**config.mk**
```make
export PLATFORM = sky130hd
export DESIGN_NAME = wkf_bank
export DESIGN_NICKNAME = d
export VERILOG_FILES = /design/src/rtl/wkf_pkg.sv /design/src/rtl/wkf_ptr.sv /design/src/rtl/wkf_store.sv /design/src/rtl/wkf_unpack.sv /design/src/rtl/wkf_bank.sv
export SDC_FILE = /design/constraint.sdc
export NUM_CORES = 1
export LEC_CHECK = 0
export BUFFER_PORTS_ARGS = -buffer_cell sky130_fd_sc_hd__buf_2
export CAP_MARGIN = 20
export CORE_ASPECT_RATIO = 1.1
export CORE_MARGIN = 2
export CORE_UTILIZATION = 45
export DETAILED_ROUTE_END_ITERATION = 10
export GPL_TIMING_DRIVEN = 0
export PLACE_DENSITY = 0.69
export SLEW_MARGIN = 20
export SYNTH_ARGS = -nofsm -noshare
export SYNTH_HDL_FRONTEND = slang
export SYNTH_SLANG_ARGS = --single-unit
```
**constraint.sdc**
```tcl
create_clock -name clk -period 7.3 [get_ports clk]
set_input_delay 1.825 -clock clk [delete_from_list [all_inputs] [get_ports clk]]
set_output_delay 1.825 -clock clk [all_outputs]
set_load 0.05 [all_outputs]
```
**src/rtl/wkf_pkg.sv**
```systemverilog
// Package: shared sizes for the wake-up filter register bank.
// Assumes the word count (masks + command + offset + CRC words) is a power of two.
package wkf_pkg;
    localparam int NUM_FLT  = 4;                         // number of wake-up filters
    localparam int WORD_W   = 32;                        // storage word width
    localparam int BE_W     = WORD_W / 8;                // byte enables per word
    localparam int MASK_W   = WORD_W - 1;                // usable mask bits per filter
    localparam int CMD_W    = 4;                         // command bits per filter
    localparam int LANE_W   = 8;                         // byte lane per command/offset
    localparam int CRC_W    = 16;                        // CRC bits per filter
    localparam int CMD_IDX  = NUM_FLT;                   // word holding commands
    localparam int OFS_IDX  = NUM_FLT + 1;               // word holding offsets
    localparam int CRC_IDX  = NUM_FLT + 2;               // first CRC word
    localparam int CRC_PER_WORD = WORD_W / CRC_W;        // CRC values per word
    localparam int DEPTH    = CRC_IDX + NUM_FLT / CRC_PER_WORD;
    localparam int PTR_W    = $clog2(DEPTH);

    typedef logic [PTR_W-1:0]  ptr_t;
    typedef logic [WORD_W-1:0] word_t;
endpackage

```
**src/rtl/wkf_ptr.sv**
```systemverilog
// Module: wkf_ptr
// Holds the shared access index of the bank. It advances by one on every
// accepted access and wraps from DEPTH-1 to 0.
// Assumes: step is a single-cycle qualified access pulse; reset is synchronous, active low.
module wkf_ptr
    import wkf_pkg::*;
(
    input  logic clk,
    input  logic rst_n,
    input  logic step,
    output ptr_t ptr
);
    localparam ptr_t LAST = ptr_t'(DEPTH - 1);

    // Index register: clear on reset, wrap at the last word, otherwise increment on step.
    always_ff @(posedge clk) begin
        if (!rst_n) begin
            ptr <= '0;
        end else if (step) begin
            if (ptr == LAST) ptr <= '0;
            else             ptr <= ptr + ptr_t'(1);
        end
    end

    AST_PTR_WRAP: assert property (@(posedge clk) disable iff (!rst_n)
        (step && ptr == LAST) |=> (ptr == '0));

    AST_PTR_HOLD: assert property (@(posedge clk) disable iff (!rst_n)
        !step |=> $stable(ptr));
endmodule

```
**src/rtl/wkf_store.sv**
```systemverilog
// Module: wkf_store
// Register array for the bank. Writes one full word at the given index when
// wr_en is high, and exposes every word as one flat bus for field breakout
// and the read mux.
// Assumes: wr_en is already qualified to full-word writes.
module wkf_store
    import wkf_pkg::*;
(
    input  logic                    clk,
    input  logic                    rst_n,
    input  logic                    wr_en,
    input  ptr_t                    wr_idx,
    input  word_t                   wr_data,
    output logic [DEPTH*WORD_W-1:0] words
);
    word_t mem [DEPTH];

    // Storage words: all cleared on reset, the indexed word loaded on a write.
    always_ff @(posedge clk) begin
        if (!rst_n) begin
            for (int i = 0; i < DEPTH; i++) mem[i] <= '0;
        end else if (wr_en) begin
            mem[wr_idx] <= wr_data;
        end
    end

    genvar g;
    generate
        for (g = 0; g < DEPTH; g++) begin : g_flat
            // Flatten word g into its slot of the output bus.
            always_comb words[g*WORD_W +: WORD_W] = mem[g];
        end
    endgenerate

    AST_WRITE_LANDS: assert property (@(posedge clk) disable iff (!rst_n)
        wr_en |=> (mem[$past(wr_idx)] == $past(wr_data)));
endmodule

```
**src/rtl/wkf_unpack.sv**
```systemverilog
// Module: wkf_unpack
// Splits the flat word bus into per-filter fields. Words 0..NUM_FLT-1 hold
// the masks, word CMD_IDX holds one command per byte lane, word OFS_IDX holds
// one offset per byte lane, and the CRC words pack two values each with the
// lower filter in the low half.
// Assumes: purely combinational; reserved bits are simply not forwarded.
module wkf_unpack
    import wkf_pkg::*;
(
    input  logic [DEPTH*WORD_W-1:0]   words,
    output logic [NUM_FLT*MASK_W-1:0] flt_mask,
    output logic [NUM_FLT*CMD_W-1:0]  flt_cmd,
    output logic [NUM_FLT*LANE_W-1:0] flt_ofs,
    output logic [NUM_FLT*CRC_W-1:0]  flt_crc
);
    localparam int CMD_BASE = CMD_IDX * WORD_W;
    localparam int OFS_BASE = OFS_IDX * WORD_W;
    localparam int CRC_BASE = CRC_IDX * WORD_W;

    genvar n;
    generate
        for (n = 0; n < NUM_FLT; n++) begin : g_flt
            // Mask: low MASK_W bits of word n; the top bit is dropped.
            always_comb flt_mask[n*MASK_W +: MASK_W] = words[n*WORD_W +: MASK_W];
            // Command: low nibble of byte lane n in the command word.
            always_comb flt_cmd[n*CMD_W +: CMD_W] = words[CMD_BASE + n*LANE_W +: CMD_W];
            // Offset: whole byte lane n of the offset word.
            always_comb flt_ofs[n*LANE_W +: LANE_W] = words[OFS_BASE + n*LANE_W +: LANE_W];
            // CRC: consecutive half-words starting at the first CRC word.
            always_comb flt_crc[n*CRC_W +: CRC_W] = words[CRC_BASE + n*CRC_W +: CRC_W];
        end
    endgenerate
endmodule

```
**src/rtl/wkf_bank.sv**
```systemverilog
// Module: wkf_bank (top)
// Eight-word wake-up filter configuration bank behind one register address.
// It qualifies the strobes, steps the shared index, reads the indexed word
// and breaks the contents out into per-filter fields.
// Assumes: the strobes are single-cycle pulses from a simple register bus;
// reset is synchronous, active low.
module wkf_bank
    import wkf_pkg::*;
(
    input  logic                      clk,
    input  logic                      rst_n,
    input  logic                      bank_wr,
    input  logic                      bank_rd,
    input  logic [BE_W-1:0]           bank_be,
    input  logic [WORD_W-1:0]         bank_wdata,
    output logic [WORD_W-1:0]         bank_rdata,
    output logic [PTR_W-1:0]          stat_ptr,
    output logic [NUM_FLT*MASK_W-1:0] flt_mask,
    output logic [NUM_FLT*CMD_W-1:0]  flt_cmd,
    output logic [NUM_FLT*LANE_W-1:0] flt_ofs,
    output logic [NUM_FLT*CRC_W-1:0]  flt_crc
);
    logic                    wr_full;
    logic                    step;
    ptr_t                    ptr;
    logic [DEPTH*WORD_W-1:0] words;

    // Accept only whole-word writes; any access that is accepted moves the index once.
    always_comb begin
        wr_full = bank_wr && (&bank_be);
        step    = wr_full || bank_rd;
    end

    wkf_ptr u_ptr (
        .clk   (clk),
        .rst_n (rst_n),
        .step  (step),
        .ptr   (ptr)
    );

    wkf_store u_store (
        .clk     (clk),
        .rst_n   (rst_n),
        .wr_en   (wr_full),
        .wr_idx  (ptr),
        .wr_data (bank_wdata),
        .words   (words)
    );

    wkf_unpack u_unpack (
        .words    (words),
        .flt_mask (flt_mask),
        .flt_cmd  (flt_cmd),
        .flt_ofs  (flt_ofs),
        .flt_crc  (flt_crc)
    );

    // Read path: present the word at the current index.
    always_comb bank_rdata = words[ptr*WORD_W +: WORD_W];

    // Status field: the index of the next access.
    always_comb stat_ptr = ptr;

    AST_RESET_PTR: assert property (@(posedge clk)
        !rst_n |=> (stat_ptr == '0));

    AST_ACCESS_STEP: assert property (@(posedge clk) disable iff (!rst_n)
        ((bank_wr && bank_be == '1) || bank_rd) |=>
            (stat_ptr == PTR_W'(($past(stat_ptr) + 1) % DEPTH)));

    AST_PARTIAL_IGNORED: assert property (@(posedge clk) disable iff (!rst_n)
        (bank_wr && bank_be != '1 && !bank_rd) |=>
            ($stable(stat_ptr) && $stable(bank_rdata) && $stable(flt_cmd)));

    AST_BOTH_ONCE: assert property (@(posedge clk) disable iff (!rst_n)
        (bank_wr && bank_be == '1 && bank_rd) |=>
            (stat_ptr == PTR_W'(($past(stat_ptr) + 1) % DEPTH)));
endmodule

```
* Word-level counts from Yosys, hierarchy flattened
Memory sizes are Yosys's and may differ from the RTL's.
Index checks and enable logic that the tools add are counted.
** Storage, ports and cells
- Bits in registers :: 3
- RAM bits :: 256
- Input port bits :: 40
- Output and inout port bits :: 271
- Word-level logic and storage cells :: 17
- Memories kept :: 1
** Operators by class
- Add/sub/neg operators :: 1
- Equality and inequality tests :: 1
- Shift operators :: 1
- Muxes and demuxes :: 8
- Reductions and logical operators :: 4
** Memory list
- u_store.mem :: depth 8, width 32, read ports 8, clocked after memory_dff 0, write ports 8, RTL line wkf_store.sv:16 : word_t mem [DEPTH];
** Operators with widths (number)
- $shiftx A256 B9 Y32 :: 1
- $mux W32 :: 1
- $reduce_or A32 Y1 :: 1
- $mux W3 :: 2
- $mux W1 :: 5
- $reduce_and A4 Y1 :: 1
- $add A3 B1 Y3 const B :: 1
- $eq A3 B3 Y1 const B :: 1
- $logic_and A1 B1 Y1 :: 1
- $logic_or A1 B1 Y1 :: 1

* Depth between registers and ports, before layout
Gate-level depths: netlist of run 1.
- Depth in word-level cells :: 7
- Depth in mapped cells :: 7
- Gate-level depth less buffers :: 5

* Cells and area by module
From an unflattened synthesis of run 1, not the netlist that was laid out.
** Unflattened totals
- Cell total of the unflattened synthesis :: 1007
- Area, all modules :: 13482.9 um^2
** Modules (own cells, without submodules)
- wkf_store :: instances 1, cells an instance 640, area an instance 9464.1 um^2, sequential area each 7687.4 um^2
- wkf_bank :: instances 1, cells an instance 118, area an instance 2099.5 um^2, sequential area each 0.0 um^2
- wkf_unpack :: instances 1, cells an instance 236, area an instance 1771.7 um^2, sequential area each 0.0 um^2
- wkf_ptr :: instances 1, cells an instance 13, area an instance 147.6 um^2, sequential area each 60.1 um^2

* Least setup slack after synthesis of run 1
No wires, ideal clock.
- Path type :: input-to-reg
- From :: in bank_be[2]
- To :: mem u_store.mem[3][0] in the netlist's numbering, enable pin
- Setup time :: 466 ps
- Arrival time :: 4735 ps
- Data required time :: 6834 ps
- Path slack :: 2099 ps
- Cell stages on the path :: 4
- Path buffers :: 0
- Path through :: and4_4 > and3_2 > nand2_1 > o21ai_0
** RTL lines
- start: declaration :: RTL line wkf_bank.sv:14 : input logic [BE_W-1:0] bank_be,
- end: declaration :: RTL line wkf_store.sv:16

* Worst setup path in the final report of run 1
- From :: reg u_ptr.ptr[1]
- To :: out bank_rdata[6]
** On the way
- Word-level cells in the longest chain between the ends :: 1
** Ends and longest elaborated chain
- start: declaration :: RTL line wkf_ptr.sv:11 : output ptr_t ptr
- start signal: assignment :: RTL line wkf_ptr.sv:21 : else ptr <= ptr + ptr_t'(1);
- $shiftx A256 B9 Y32 :: RTL line wkf_bank.sv:59 : always_comb bank_rdata = words[ptr*WORD_W +: WORD_W];
- end: declaration :: RTL line wkf_bank.sv:16 : output logic [WORD_W-1:0] bank_rdata,
No other way between the ends.

==> results of run 1 <==
-- power breakdown --
group          total, uW  internal (uW)  switching [uW]
Clock               1270            706             562
Combinational        700            181             519
Sequential          1720           1680            34.3
Total               3680           2570            1120
-- flip-flops by register name, summed over array words and instances (netlist names) --
| name | cells |
|---|---|
| u_store.mem | 256 |
| u_ptr.ptr | 3 |
-- logic make-up (layout without fill, tap and decap cells) --
| logic type | after synthesis | in the layout | synth area share |
|---|---|---|---|
| muxes | 74 | 74 | 0.07263 |
| other | 0 | 2 | 0 |
| AOI/OAI and AO/OA | 119 | 119 | 0.06671 |
| buffers and inverters | 212 | 578 | 0.1125 |
| DFF | 259 | 259 | 0.6110 |
| adders and majority gates | 2 | 2 | 0.001973 |
| and+or+nand+nor | 345 | 345 | 0.1352 |
-- worst register-to-register path, delay by kind of cell, from the launching register on --
family	cells	cell delay, ns
DFF	1	0.36
and+or+nand+nor	3	1.20
buffers and inverters	3	1.11
-- layout by cell type, fill, tap and decap left out, types with 6 or more instances in the layout --
master,Yosys,final
buf_16,0,10
edfxtp_1,256,256
nor2_1,138,138
a221oi_1,23,23
o21ai_0,24,18
buf_2,37,346
mux2_2,25,25
clkbuf_1,12,18
clkbuf_16,0,27
buf_4,146,146
mux2i_1,32,32
mux4_2,10,10
and3_1,64,64
a21oi_1,6,6
nand2_1,56,54
and2_1,66,66
a22o_1,10,10
a22oi_1,32,32
o21ai_4,0,6
clkinv_1,0,6
-- stage by stage --
stage,worst slack (ns),power (uW)
2_1_floorplan,2.099,2203
3_3_place_gp,-0.7567,2415
3_5_place_dp,2.854,2437
4_1_cts,2.269,3671
5_1_grt,2.165,3751
6_report,2.153,3684
-- final timing paths --
check | startpoint | end | slack [ns] | cells after the start
min reg2reg | u_ptr.ptr[1] | u_ptr.ptr[1] | 0.78 | 3
min | u_ptr.ptr[1] | u_ptr.ptr[1] | 0.78 | 3
max reg2reg | u_ptr.ptr[2] | u_store.mem[0][8] | 4.33 | 6
max | u_ptr.ptr[1] | bank_rdata[6] | 2.15 | 7
-- final cells by class --
type,count,area (sq um),share of cell area
sequential,259,7747,0.4889
multi-input combinational,540,3578,0.2258
timing repair buffer,321,1857,0.1172
buffer,209,1415,0.08930
clock buffer,33,698.2,0.04406
tap,363,454.2,0.02866
clock inverter,12,80.08,0.005053
inverter,3,11.26,0.0007106
antenna,2,5.005,0.0003158
-- metal layers --
layer  vias to the layer above  part of all wire  GRT usage
met3                       135              0.12    0.05915
met5                         -           0.00027          0
met1                      5018              0.37     0.4376
met4                         2             0.051     0.1484
met2                       864              0.45     0.4881
li1                       4223                 -          -
==> results.txt, run 1 <==
Status -> finished clean
I/O pins -> 311
Fin util -> 0.5703
Vias in the first global route -> 9935
Crit end category -> output pin
Setup Fix Bufs, Post-CTS -> 0
Crit path max-delay family -> buffers and inverters
Global-route wire length before repair -> 66940 um
Vias per inst -> 5.879
Unrepaired setup endpoints after global routing -> false
Global Route Usage Sum -> 0.3177
Clk root buf -> clkbuf_16
H-Tree Depth -> 1
CP Launch Type -> flop
Initial DRC Count -> 1280
GPL Wtd Cong -> 0.8658
Critical Path RT -> 5.48 ns
Synth area leader -> edfxtp_1
Antenna violations before repair -> 3
Worst Hold Class -> reg2reg
Top cell type's share of synthesized area -> 0.6063
Grt total ovfl -> 0
Ys async rst share -> 0
#FFs+latches synth -> 259
Detailed placement HPWL -> 32660 um
Power Dens Cells -> 232.5 nW/um^2
Worst Clk Skew -> 0.006317 ns
Wirelength, routed -> 47800 um
Initial Util -> 0.4563
CP bufs+invs -> 4
Worst EP arrival -> 3.32 ns
Fill cells -> 2320
DP Cell Count -> 1695
Minimum clock period -> 5.147 ns
Post-synth EDFFs -> 256
Worst-case clock buffer depth -> 3
Post-route clock period utilization -> 0.7051
Resized Gates After CTS -> 0
Die W -> 164.1 um
Slowest cell on crit path -> nor2_2
CP max FO -> 10
Setup TNS -> 0 ns
Post-route cell area -> 15850 sq um
Post-synth top flop -> edfxtp_1
Syn nets -> 1053
Cell Chain, Critical Path -> buf_4 -> buf_6 -> inv_2 -> nor2_2 -> a221oi_1 -> o21ai_0 -> buf_2
Fmax -> 194.3 MHz
Final hold violations -> 0
Finished Layout Cells -> 1742
Largest net degree at the start of global routing -> 22
Avg Cell Area, Syn -> 12.54 sq um
Synth Cell Area -> 12680 sq um
Die area -> 29540 sq um
Final setup viols -> 0
Number of cell rows -> 64
Top-count cell post-synth -> edfxtp_1
Max-slew headroom -> 0.2358
# hold bufs at CTS -> 0
Crit Path Category -> reg2out
Clock transition at path regs -> 0.06 ns
Worst slew pin tran -> 1.146 ns
Max Slew Vio Count -> 0
Die height -> 180.1 um
Via count -> 10.24k
Number of max-cap violations -> 0
Wire per inst -> 27.44 um
Clock Latency Late Sink -> 0.53 ns
Crit-path max cell delay -> 0.70 ns
WHS -> 0.7829 ns
Register area share after synthesis -> 0.6110
Nets@finish -> 1402
DRC -> 0
Fraction of layout cells with a size suffix above 1 -> 0.4401
Core Area -> 27790 sq um
Yosys warning total -> 0
CTS buffer count -> 26
TritonCTS clock tree -> done
Max VDD drop -> 0.0001406 V
Placed Area -> 15060 sq um
Final ANT Viol Nets -> 0
Most frequent cells after synthesis -> edfxtp_1, buf_4, nor2_1
LEAKAGE -> 0.006864 uW
Synth area leaders -> edfxtp_1, buf_4, nor2_1, and2_1, and3_1
First-pass DRT Iterations -> 5
Yosys cell types -> 43
Synthesis-to-layout area growth -> 24.97%
TritonCTS Sinks -> 259
PortBufs -> 309
Synthesized instance count -> 1011
No activity file was read; power rests on OpenSTA's default activity.
==> inputs of run 2 (changes only) <==
Settings changed: PLACE_DENSITY 0.69 to 0.72.
Clock period 7.3 ns to 4.49 ns, I/O delays scaled along.
==> results.txt, run 2 (synthesized netlist as in run 1, its figures left out) <==
Core Area -> 27790 sq um
H-Tree Depth -> 1
Detailed placement HPWL -> 32600 um
Commonest cells after routing, fill and taps aside -> buf_2, edfxtp_1, buf_4
DP Cell Count -> 1697
Fraction of layout cells with a size suffix above 1 -> 0.4409
Hold Path Origin -> u_ptr.ptr[1]
Most common cell after layout, fill and taps aside -> buf_2
Global-route wire length before repair -> 66050 um
Worst-case clock buffer depth -> 3
Number of cell rows -> 64
Initial Util -> 0.4563
GPL Wtd Cong -> 0.8759
Final setup viols -> 0
Largest net degree at the start of global routing -> 19
Wirelength, routed -> 47460 um
Reg-to-Reg End -> u_store.mem[0][11]
Max-slew headroom -> 0.2342
CP Launch Type -> flop
Crit end category -> output pin
Resized Gates After CTS -> 0
Via count -> 10.17k
Hold endpoint -> u_ptr.ptr[1]
Worst Hold Path Cells -> 3
Setup Fix Bufs, Post-CTS -> 0
TritonCTS clock tree -> done
LEAKAGE -> 0.006893 uW
Antenna violations before repair -> 4
Fmax -> 228.1 MHz
Placed Area -> 15130 sq um
Setup TNS -> 0 ns
Status -> finished clean
Final Power -> 5990 uW
Nets@finish -> 1404
Clock Latency Late Sink -> 0.54 ns
Post-route cell area -> 15910 sq um
Max VDD drop -> 0.0002196 V
R2R Setup Slk -> 1.26 ns
Minimum clock period -> 4.384 ns
Final hold violations -> 0
Clock transition at path regs -> 0.07 ns
Critical R2R Launch -> u_ptr.ptr[2]
WHS -> 0.6954 ns
CTS buffer count -> 26
Final ANT Viol Nets -> 0
R2R depth -> 6
Global Route Usage Sum -> 0.3146
Most flops, register -> u_store.mem
Worst Hold Class -> reg2reg
Max Slew Vio Count -> 0
Finished Layout Cells -> 1745
Vias in the first global route -> 9927
Wire per inst -> 27.20 um
Synthesis-to-layout area growth -> 25.49%
Initial DRC Count -> 1235
TritonCTS Sinks -> 259
Fill cells -> 2337
Die height -> 180.1 um
Vias per inst -> 5.826
Post-route clock period utilization -> 0.9764
I/O pins -> 311
Crit Path Category -> reg2out
DRC -> 0
Die area -> 29540 sq um
Unrepaired setup endpoints after global routing -> false
Max reg flops -> 256
Number of max-cap violations -> 0
Largest regs -> u_store.mem x256, u_ptr.ptr x3
First-pass DRT Iterations -> 7
Worst EP arrival -> 3.26 ns
Critical Path RT -> 3.37 ns
Worst Clk Skew -> 0.01099 ns
PortBufs -> 309
# hold bufs at CTS -> 0
CP max FO -> 10
Power Dens Cells -> 376.5 nW/um^2
Clk root buf -> clkbuf_16
Worst slew pin tran -> 1.149 ns
Grt total ovfl -> 0
Die W -> 164.1 um
-- run 2: per-layer routing --
metal / part of all wire / vias to the layer above / track usage / wire length (um)
li1: - / 4234 / - / -
met1: 0.37 / 4926 / 0.4288 / 17660
met2: 0.45 / 852 / 0.4800 / 21340
met3: 0.12 / 154 / 0.06237 / 5913
met4: 0.054 / 0 / 0.1582 / 2548
met5: 0 / - / 0 / 0
-- run 2: layout make-up --
class | instances | area [sq um] | area share
antenna | 3 | 7.507 | 0.0004718
buffer | 209 | 1415 | 0.08894
clock buffer | 32 | 694.4 | 0.04364
clock inverter | 13 | 83.83 | 0.005269
inverter | 3 | 11.26 | 0.0007077
multi-input combinational | 540 | 3578 | 0.2249
sequential | 259 | 7747 | 0.4869
tap | 363 | 454.2 | 0.02854
timing repair buffer | 323 | 1919 | 0.1206
-- run 2: how the worst max path moves through the flow --
| stage | start | endpoint | cells past startpoint |
|---|---|---|---|
| floorplan | bank_be[2] | u_store.mem[4][0] | 3 |
| global placement | bank_be[2] | u_store.mem[7][17] | 4 |
| detailed placement | u_ptr.ptr[0] | bank_rdata[23] | 7 |
| CTS | u_ptr.ptr[0] | bank_rdata[23] | 7 |
| global route | u_ptr.ptr[0] | bank_rdata[23] | 7 |
| finish | u_ptr.ptr[0] | bank_rdata[23] | 7 |
-- run 2: worst max-delay path: stages, from the launching register on --
cell      delay [ns]
dfxtp_1         0.38
buf_4           0.19
buf_6           0.22
buf_2           0.36
clkbuf_1        0.89
a22oi_1         0.21
o21ai_0         0.16
buf_2           0.30
-- run 2: stage by stage --
stage	worst slack [ns]	util
after floorplan	0.1707	-
after global placement	-2.677	0.5283
after detailed placement	0.8214	0.5444
after CTS	0.2538	0.5724
after global routing	0.1218	0.5725
final	0.1060	0.5726
-- run 2: power by group --
group          total, uW  leakage (uW)  switching, uW  internal [uW]
clock               2050      0.000380            909           1140
sequential          2790       0.00267           55.2           2740
combinational       1150       0.00385            847            300
==> inputs of run 3 (changes only) <==
Settings changed: BUFFER_PORTS_ARGS -buffer_cell sky130_fd_sc_hd__buf_2 to -buffer_cell sky130_fd_sc_hd__buf_4.
==> results.txt, run 3 (synthesized netlist as in run 1, its figures left out) <==
Status -> finished clean
Fill cells -> 2237
Final setup viols -> 0
Die height -> 180.1 um
Fmax -> 231.1 MHz
Final ANT Viol Nets -> 0
LEAKAGE -> 0.007117 uW
Critical Path RT -> 3.37 ns
Antenna violations before repair -> 1
Pre-CTS setup slack -> 0.8675 ns
Max-slew headroom -> 0.2678
# hold bufs at CTS -> 0
Commonest cells after routing, fill and taps aside -> buf_4, edfxtp_1, nor2_1
Final Worst Setup Slack -> 0.1632 ns
Worst Hold Class -> reg2reg
Die area -> 29540 sq um
Minimum clock period -> 4.327 ns
CTS buffer count -> 27
I/O pins -> 311
Final Power -> 6309 uW
Synthesis-to-layout area growth -> 32.37%
Initial DRC Count -> 1264
Wire per inst -> 27.72 um
Clk root buf -> clkbuf_16
Hold Path Origin -> u_ptr.ptr[1]
Reg-to-Reg End -> u_store.mem[0][8]
Critical R2R Launch -> u_ptr.ptr[2]
Largest net degree at the start of global routing -> 20
Post-route cell area -> 16780 sq um
H-Tree Depth -> 1
Via count -> 10.25k
R2R depth -> 6
Largest regs -> u_store.mem x256, u_ptr.ptr x3
Worst Clk Skew -> 0.009010 ns
WHS -> 0.7468 ns
Crit end category -> output pin
GPL Wtd Cong -> 0.8759
Vias per inst -> 5.864
Max VDD drop -> 0.0002713 V
Most flops, register -> u_store.mem
Number of max-cap violations -> 0
Worst EP arrival -> 3.20 ns
PortBufs -> 309
DRC -> 0
Fraction of layout cells with a size suffix above 1 -> 0.4436
Global-route wire length before repair -> 67350 um
Slowest cell on crit path -> clkbuf_1
First-pass DRT Iterations -> 6
Worst Hold Path Cells -> 3
Unrepaired setup endpoints after global routing -> false
Final hold violations -> 0
Crit-path max cell delay -> 0.86 ns
Nets@finish -> 1405
Hold endpoint -> u_ptr.ptr[1]
Vias in the first global route -> 10.08k
Cell Chain, Critical Path -> buf_4 -> buf_6 -> buf_2 -> clkbuf_1 -> a22oi_1 -> o21ai_0 -> buf_4
Most common cell after layout, fill and taps aside -> buf_4
Cell mode on critical path -> buf_4
CP max FO -> 10
Grt total ovfl -> 0
Clock transition at path regs -> 0.07 ns
Placed Area -> 15890 sq um
TritonCTS Sinks -> 259
CP Launch Type -> flop
Power Dens Cells -> 375.9 nW/um^2
Crit Path Category -> reg2out
Max reg flops -> 256
Setup Fix Bufs, Post-CTS -> 0
Resized Gates After CTS -> 0
Core Area -> 27790 sq um
Clock Latency Late Sink -> 0.55 ns
R2R Setup Slk -> 1.20 ns
Wirelength, routed -> 48450 um
Number of cell rows -> 64
TritonCTS clock tree -> done
Worst slew pin tran -> 1.098 ns
Max Slew Vio Count -> 0
Worst-case clock buffer depth -> 3
Post-route clock period utilization -> 0.9637
Die W -> 164.1 um
Initial Util -> 0.4563
Global Route Usage Sum -> 0.3197
Detailed placement HPWL -> 33040 um
run 3: metal layers:
layer / vias up / track usage / wire length, um
met4: 0 / 0.1526 / 2349
met5: - / 0 / 0
li1: 4244 / - / -
met1: 4955 / 0.4334 / 17610
met2: 894 / 0.4936 / 22150
met3: 157 / 0.06467 / 6341
run 3: area by class of cell:
| cell class | instances | area [sq um] | share of cell area |
|---|---|---|---|
| antenna | 1 | 2.502 | 0.0001491 |
| buffer | 209 | 1415 | 0.08432 |
| clock buffer | 30 | 686.9 | 0.04093 |
| clock inverter | 20 | 202.7 | 0.01208 |
| inverter | 3 | 11.26 | 0.0006709 |
| multi-input combinational | 540 | 3578 | 0.2132 |
| sequential | 259 | 7747 | 0.4616 |
| tap | 363 | 454.2 | 0.02706 |
| timing repair buffer | 323 | 2685 | 0.1600 |
run 3: power by group:
group / switching, uW / internal, uW / total, uW / leakage, uW
clock network: 954 / 1330 / 2280 / 0.000430
registers: 57.2 / 2740 / 2790 / 0.00267
logic: 855 / 377 / 1230 / 0.00402
total: 1870 / 4440 / 6310 / 0.00712
run 3: how the worst max path moves through the flow:
| stage | endpoint | from | slack (ns) |
|---|---|---|---|
| 5_1_grt | bank_rdata[23] | u_ptr.ptr[0] | 0.17 |
| 3_5_place_dp | bank_rdata[23] | u_ptr.ptr[0] | 0.87 |
| 6_report | bank_rdata[23] | u_ptr.ptr[0] | 0.16 |
| 2_1_floorplan | u_store.mem[4][0] | bank_be[2] | 0.17 |
| 3_3_place_gp | u_store.mem[6][11] | bank_be[2] | -2.65 |
| 4_1_cts | bank_rdata[23] | u_ptr.ptr[0] | 0.29 |
run 3: through the flow:
stage,utilization,instances,TNS [ns]
after global placement,0.5562,1683,-398.30
after global routing,0.6039,1747,0
final,0.6040,1748,0
after CTS,0.6039,1747,0
after detailed placement,0.5719,1697,0
after floorplan,-,1011,0
run 3: critical path, delay by kind of cell (launching register included):
family / cells / cell delay [ns]
buf+inv: 5 / 1.87
compound gates: 2 / 0.37
flops: 1 / 0.40
